===== src/rtl/asram_pkg.sv =====
package asram_pkg;

    typedef enum logic [2:0] {
        ST_IDLE,
        ST_WSETUP,
        ST_WPULSE,
        ST_WHOLD,
        ST_RACCESS,
        ST_RFLOAT
    } seq_state_e;

    function automatic int max2(input int a, input int b);
        return (a > b) ? a : b;
    endfunction

    function automatic int max3(input int a, input int b, input int c);
        return max2(max2(a, b), c);
    endfunction

endpackage


===== src/rtl/asram_phase_timer.sv =====
module asram_phase_timer #(
    parameter int CNT_W = 4
) (
    input  logic             clk,
    input  logic             rst_n,
    input  logic             load,
    input  logic [CNT_W-1:0] load_val,
    output logic             done
);
    logic [CNT_W-1:0] cnt_q;

    always_ff @(posedge clk) begin
        if (!rst_n) begin
            cnt_q <= '0;
        end else if (load) begin
            cnt_q <= load_val;
        end else if (cnt_q != '0) begin
            cnt_q <= cnt_q - 1'b1;
        end
    end

    assign done = (cnt_q == '0);

    a_r3_timer_loads: assert property (@(posedge clk) disable iff (!rst_n)
        load |=> (cnt_q == $past(load_val)));
endmodule


===== src/rtl/asram_req_latch.sv =====
module asram_req_latch #(
    parameter int ADDR_W = 8,
    parameter int DATA_W = 16
) (
    input  logic              clk,
    input  logic              rst_n,
    input  logic              capture,
    input  logic [ADDR_W-1:0] addr_in,
    input  logic [DATA_W-1:0] data_in,
    output logic [ADDR_W-1:0] addr_q,
    output logic [DATA_W-1:0] data_q
);
    always_ff @(posedge clk) begin
        if (!rst_n) begin
            addr_q <= '0;
            data_q <= '0;
        end else if (capture) begin
            addr_q <= addr_in;
            data_q <= data_in;
        end
    end
endmodule


===== src/rtl/asram_rd_capture.sv =====
module asram_rd_capture #(
    parameter int DATA_W = 16
) (
    input  logic              clk,
    input  logic              rst_n,
    input  logic              sample,
    input  logic [DATA_W-1:0] bus_in,
    output logic [DATA_W-1:0] word_q
);
    always_ff @(posedge clk) begin
        if (!rst_n) begin
            word_q <= '0;
        end else if (sample) begin
            word_q <= bus_in;
        end
    end
endmodule


===== src/rtl/asram_seq.sv =====
module asram_seq
    import asram_pkg::*;
#(
    parameter int ADDR_W = 8,
    parameter int DATA_W = 16,
    parameter int T_AS   = 1,
    parameter int T_WP   = 2,
    parameter int T_DS   = 1,
    parameter int T_CSW  = 2,
    parameter int T_AH   = 1,
    parameter int T_DH   = 1,
    parameter int T_AA   = 2,
    parameter int T_ACS  = 2,
    parameter int T_OE   = 1,
    parameter int T_OZ   = 1
) (
    input  logic              clk,
    input  logic              rst_n,
    input  logic              req_i,
    input  logic              req_wr_i,
    input  logic [ADDR_W-1:0] req_addr_i,
    input  logic [DATA_W-1:0] req_wdata_i,
    output logic              ack_o,
    output logic [DATA_W-1:0] rdata_o,
    output logic [ADDR_W-1:0] sram_addr_o,
    output logic              sram_cs_n_o,
    output logic              sram_oe_n_o,
    output logic              sram_we_n_o,
    output logic [DATA_W-1:0] sram_dq_o,
    output logic              sram_dq_oe_o,
    input  logic [DATA_W-1:0] sram_dq_i
);
    localparam int PULSE_LEN = max3(T_WP, T_DS, T_CSW);
    localparam int HOLD_LEN  = max2(T_AH, T_DH);
    localparam int READ_LEN  = max3(T_AA, T_ACS, T_OE);
    localparam int LONGEST   = max3(max2(T_AS, T_OZ), max2(PULSE_LEN, HOLD_LEN), READ_LEN);
    localparam int CNT_W     = $clog2(LONGEST + 1);

    localparam logic [CNT_W-1:0] LD_SETUP = CNT_W'(T_AS - 1);
    localparam logic [CNT_W-1:0] LD_PULSE = CNT_W'(PULSE_LEN - 1);
    localparam logic [CNT_W-1:0] LD_HOLD  = CNT_W'(HOLD_LEN - 1);
    localparam logic [CNT_W-1:0] LD_READ  = CNT_W'(READ_LEN - 1);
    localparam logic [CNT_W-1:0] LD_FLOAT = CNT_W'(T_OZ - 1);

    seq_state_e       state_q, state_d;
    logic             accept;
    logic             tmr_load;
    logic [CNT_W-1:0] tmr_val;
    logic             tmr_done;
    logic             rd_sample;
    logic             ack_q, ack_d;

    asram_phase_timer #(.CNT_W(CNT_W)) u_timer (
        .clk      (clk),
        .rst_n    (rst_n),
        .load     (tmr_load),
        .load_val (tmr_val),
        .done     (tmr_done)
    );

    asram_req_latch #(.ADDR_W(ADDR_W), .DATA_W(DATA_W)) u_latch (
        .clk     (clk),
        .rst_n   (rst_n),
        .capture (accept),
        .addr_in (req_addr_i),
        .data_in (req_wdata_i),
        .addr_q  (sram_addr_o),
        .data_q  (sram_dq_o)
    );

    asram_rd_capture #(.DATA_W(DATA_W)) u_rdcap (
        .clk    (clk),
        .rst_n  (rst_n),
        .sample (rd_sample),
        .bus_in (sram_dq_i),
        .word_q (rdata_o)
    );

    // Next-state and phase-timer control
    always_comb begin
        state_d   = state_q;
        accept    = 1'b0;
        tmr_load  = 1'b0;
        tmr_val   = '0;
        rd_sample = 1'b0;
        ack_d     = 1'b0;
        unique case (state_q)
            ST_IDLE: begin
                if (req_i && !ack_q) begin
                    accept   = 1'b1;
                    tmr_load = 1'b1;
                    if (req_wr_i) begin
                        state_d = ST_WSETUP;
                        tmr_val = LD_SETUP;
                    end else begin
                        state_d = ST_RACCESS;
                        tmr_val = LD_READ;
                    end
                end
            end
            ST_WSETUP: begin
                if (tmr_done) begin
                    state_d  = ST_WPULSE;
                    tmr_load = 1'b1;
                    tmr_val  = LD_PULSE;
                end
            end
            ST_WPULSE: begin
                if (tmr_done) begin
                    state_d  = ST_WHOLD;
                    tmr_load = 1'b1;
                    tmr_val  = LD_HOLD;
                end
            end
            ST_WHOLD: begin
                if (tmr_done) begin
                    state_d = ST_IDLE;
                    ack_d   = 1'b1;
                end
            end
            ST_RACCESS: begin
                if (tmr_done) begin
                    state_d   = ST_RFLOAT;
                    tmr_load  = 1'b1;
                    tmr_val   = LD_FLOAT;
                    rd_sample = 1'b1;
                    ack_d     = 1'b1;
                end
            end
            ST_RFLOAT: begin
                if (tmr_done) begin
                    state_d = ST_IDLE;
                end
            end
            default: state_d = ST_IDLE;
        endcase
    end

    // State register
    always_ff @(posedge clk) begin
        if (!rst_n) begin
            state_q <= ST_IDLE;
            ack_q   <= 1'b0;
        end else begin
            state_q <= state_d;
            ack_q   <= ack_d;
        end
    end

    assign ack_o = ack_q;

    // Strobe and bus-drive decode
    always_comb begin
        sram_cs_n_o  = 1'b1;
        sram_oe_n_o  = 1'b1;
        sram_we_n_o  = 1'b1;
        sram_dq_oe_o = 1'b0;
        unique case (state_q)
            ST_IDLE:   ;
            ST_WSETUP: sram_dq_oe_o = 1'b1;
            ST_WPULSE: begin
                sram_dq_oe_o = 1'b1;
                sram_cs_n_o  = 1'b0;
                sram_we_n_o  = 1'b0;
            end
            ST_WHOLD:  sram_dq_oe_o = 1'b1;
            ST_RACCESS: begin
                sram_cs_n_o = 1'b0;
                sram_oe_n_o = 1'b0;
            end
            ST_RFLOAT: ;
            default:   ;
        endcase
    end

    // write strobe never active while the memory is told to drive
    a_r6_we_high_in_read: assert property (@(posedge clk) disable iff (!rst_n)
        !sram_oe_n_o |-> sram_we_n_o);

    // no contention: bus never driven while output-enable is low
    a_r8_no_drive_with_oe: assert property (@(posedge clk) disable iff (!rst_n)
        sram_dq_oe_o |-> sram_oe_n_o);

    // at least one released cycle before any drive after a read
    a_r8_float_gap: assert property (@(posedge clk) disable iff (!rst_n)
        $rose(sram_oe_n_o) |=> !sram_dq_oe_o);

    // chip-select and write-enable fall together
    a_r3_strobes_together: assert property (@(posedge clk) disable iff (!rst_n)
        $fell(sram_we_n_o) |-> $fell(sram_cs_n_o));

    // data already on the bus before the write pulse begins
    a_r2_data_before_pulse: assert property (@(posedge clk) disable iff (!rst_n)
        $fell(sram_we_n_o) |-> $past(sram_dq_oe_o));

    // address and data unchanged as write-enable rises
    a_r4_hold_at_rise: assert property (@(posedge clk) disable iff (!rst_n)
        $rose(sram_we_n_o) |-> (sram_dq_oe_o && $stable(sram_addr_o) && $stable(sram_dq_o)));

    // acknowledge lasts one cycle
    a_r5_ack_single: assert property (@(posedge clk) disable iff (!rst_n)
        ack_o |=> !ack_o);

    // memory address only moves when a request is taken
    a_r10_addr_stable: assert property (@(posedge clk) disable iff (!rst_n)
        !accept |=> $stable(sram_addr_o));

    // nothing is taken outside idle
    a_r9_accept_idle: assert property (@(posedge clk) disable iff (!rst_n)
        accept |-> (state_q == ST_IDLE && !ack_o));
endmodule


===== config.mk =====
export PLATFORM = sky130hd
export DESIGN_NAME = asram_seq
export DESIGN_NICKNAME = d
export VERILOG_FILES = /design/src/rtl/asram_pkg.sv /design/src/rtl/asram_phase_timer.sv /design/src/rtl/asram_req_latch.sv /design/src/rtl/asram_rd_capture.sv /design/src/rtl/asram_seq.sv
export SDC_FILE = /design/constraint.sdc
export NUM_CORES = 1
export LEC_CHECK = 0
export ABC_AREA = 1
export BUFFER_PORTS_ARGS = -buffer_cell sky130_fd_sc_hd__buf_4
export CORE_ASPECT_RATIO = 0.9
export CORE_MARGIN = 8
export CORE_UTILIZATION = 41
export CTS_CLUSTER_DIAMETER = 200
export DETAILED_ROUTE_END_ITERATION = 7
export GPL_TIMING_DRIVEN = 0
export PLACE_DENSITY_LB_ADDON = 0.1
export SYNTH_ARGS = -nofsm -noshare
export SYNTH_HDL_FRONTEND = slang
export SYNTH_SLANG_ARGS = --single-unit
export TNS_END_PERCENT = 20

===== constraint.sdc =====
create_clock -name clk -period 1.3 [get_ports clk]
set_input_delay 0.195 -clock clk [delete_from_list [all_inputs] [get_ports clk]]
set_output_delay 0.195 -clock clk [all_outputs]
set_load 0.02 [all_outputs]

==> summary.txt <==
STA
  – RSZ-0062 raised after global routing: true
  – Min Clock Period, post-route: 1.34 ns
  – Rel. slew slack: 72.1%
  – Final hold slack: 0.138 ns
  – Tightest Pin Transition: 0.418 ns
  – Final TNS setup: -0.107 ns
  – Setup violation total in the final timing report: 3
  – Final worst slack: -0.0420 ns
  – Final Slew Violations: 0
  – Post-route clock skew: 0.00647 ns
  – Final-report hold violation count: 0
  – Max Clock Freq: 745 MHz
  – Period utilization: 103%

Clock network
  – Root buf cell: clkbuf_8
  – CTS H-tree depth: 2
  – TritonCTS clock tree: built
  – Number of sinks handled by clock tree synthesis: 46
  – Clock slew seen by the registers of the worst setup and hold paths: 0.08 ns
  – Number of buffers on the longest clock path: 2
  – Number of buffers created by CTS: 5
  – Skew-Pair Late Insertion Delay: 0.29 ns

Drt
  – Post-route ant nets: 0
  – Via-to-Cell Ratio: 4.50
  – DRC violation count after routing: 0
  – Sum of routed wire length over all layers: 5050 µm
  – Number of detailed-route iterations in the first pass: 4
  – Starting DRT DRC Count: 60
  – Per-cell routed wire length: 12.9 µm
  – Via Count: 1765

Synth
  – Post-Syn Area: 1810 µm²
  – Library cell with the largest summed area after synthesis: dfxtp_1
  – Yosys warning count: 0
  – Number of instances in the synthesized netlist: 230
  – Post-synthesis net count: 275
  – Mapped Avg Cell Area: 7.88 µm²
  – Synth cell types: 23
  – Biggest area contributors in the synthesized netlist: dfxtp_1 51%, o21ai_0 11%, nor2_1 9.3%
  – Area share of the leading cell type in the synthesized netlist: 50.8%
  – Flip-flop and latch count after synthesis: 46
  – Seq/Total Area, Yosys: 50.8%

Final layout
  – Antenna fix cells: 0
  – Area Growth Syn to Fin: 53.7%
  – Most frequent standard cell in the layout excluding fill and tap cells: buf_4
  – Layout Utilization: 64.1%
  – Total of fill cells in the finished design: 423
  – Layout cell share with drive strength beyond 1: 41.8%
  – Nets: 375
  – Commonest cells after routing, fill and taps aside: 88 x buf_4, 43 x nor2_1, 42 x dfxtp_1

Floorplanning
  – Die Span X: 86.1 µm
  – Starting utilization of the core area: 41.7%
  – Number of top-level pins: 89
  – Die area: 6810 µm²
  – Vert. Die Dim: 79.1 µm
  – Placeable core area: 4350 µm²
  – Placement Rows: 23

Worst setup path
  – Worst path arrival time: 1.15 ns
  – Launching element type of the critical path: register
  – Required @ worst endpoint: 1.11 ns
  – Crit path max fanout: 7
  – Crit path capture type: output port
  – Type of the worst setup path: reg -> out

Power
  – Areal power density over the cells: 2560 nW/µm²
  – Leak Pwr: 1.28 nW
  – Worst supply voltage drop on vdd: 1.31 mV
  – Total power: 0.00713 W

Run
  – Max-cap check violation count: 0

Global route
  – GRT Total Usage: 14.4%
  – Sum of overflow across all layers after global routing: 0
  – Maximum number of pins on one net before global-route repair: 13
  – Number of antenna violations at the first check in global routing: 0
  – Number of global-route vias before repair: 1660
  – Wire length of the first global-routing pass: 7820 µm

Placed design
  – Detail Placement HPWL: 3670 µm
  – Setup slack after placement: -0.246 ns
  – Number of buffers inserted by port buffering: 88
  – Routability congestion estimate from global placement: 0.820

Outcome
  – Run status: finished with violations
  – Failing checks: negative setup slack

Min path
  – Tightest Hold Check Type: in -> reg
==> Yosys cell counts (all sizes together) <==
master / number
o21ai: 42
xnor2: 1
nand2: 18
nand3: 6
a21oi: 20
clkbuf: 6
dfxtp: 46
buf: 7
nor2: 55
ha: 1
inv: 26
and3: 1
nand4: 1
==> worst max-delay path: stages, from the launching register on <==
cell and delay [ns]:
dfxtp_4 0.39, nor2_4 0.17, buf_12 0.13, nand2_4 0.04, buf_6 0.12
==> kinds of logic after synthesis <==
logic type	Yosys count	share of synthesized area, %
AOI/OAI and AO/OA	62	17.1
buffers and inverters	39	10.8
xor gates and xnor gates	1	0.483
DFF	46	50.8
adders and majority gates	1	0.690
and+or+nand+nor	81	20.1
==> registers in the layout, summed over array words and instances, names as in the netlist <==
register        count
u_latch.data_q     16
state_q             3
ack_o               1
u_latch.addr_q      8
u_timer.cnt_q       2
u_rdcap.word_q     16
==> routing by layer <==
metal / vias to the layer above / share of wire, % / GRT usage [%]
li1: 932 / - / -
met1: 757 / 43 / 16.6
met2: 68 / 46 / 22.8
met3: 8 / 9.7 / 6.80
met4: 0 / 1.4 / 5.24
met5: - / 0 / 0
==> worst paths after layout <==
check | endpoint | slack [ns] | cells past startpoint | from
worst max register to register | u_latch.data_q[1] | 0.02 | 6 | state_q[1]
worst min-delay path | u_latch.addr_q[3] | 0.14 | 3 | req_addr_i[3]
worst max-delay path | sram_oe_n_o | -0.04 | 4 | state_q[1]
worst min register to register | u_rdcap.word_q[8] | 0.44 | 2 | u_rdcap.word_q[8]
==> report_power, final <==
group	switching, W	leakage [nW]	internal, W
sequential	0.000331	0.380	0.00197
combinational	0.00225	0.861	0.00179
clock	0.000424	0.0383	0.000370
total	0.00300	1.28	0.00413
==> stage by stage <==
step | cell area, µm² | std cells
5_1_grt | 2790 | 392
3_3_place_gp | 2550 | 380
6_report | 2790 | 392
3_5_place_dp | 2550 | 380
2_1_floorplan | 1810 | 230
4_1_cts | 2680 | 388
==> layout make-up <==
cell class	instances	area (µm²)	share of cell area, %
sequential	46	931	33.4
multi-input combinational	145	756	27.1
timing repair buffer	93	726	26.0
buffer	13	113	4.04
inverter	26	108	3.86
tap	62	77.6	2.78
clock buffer	7	76.3	2.74
==> timing repair <==
action | in CTS | in global routing
hold endpoints to repair | 0 | 0
pin swaps | 2 | 3
setup buffers | 1 | 3
endpoints found under the setup margin | 33 | 39
gates cloned | 0 | 1
gates resized for setup | 16 | 42
hold buffers | 0 | 0
(Power assumes the default switching activity.)
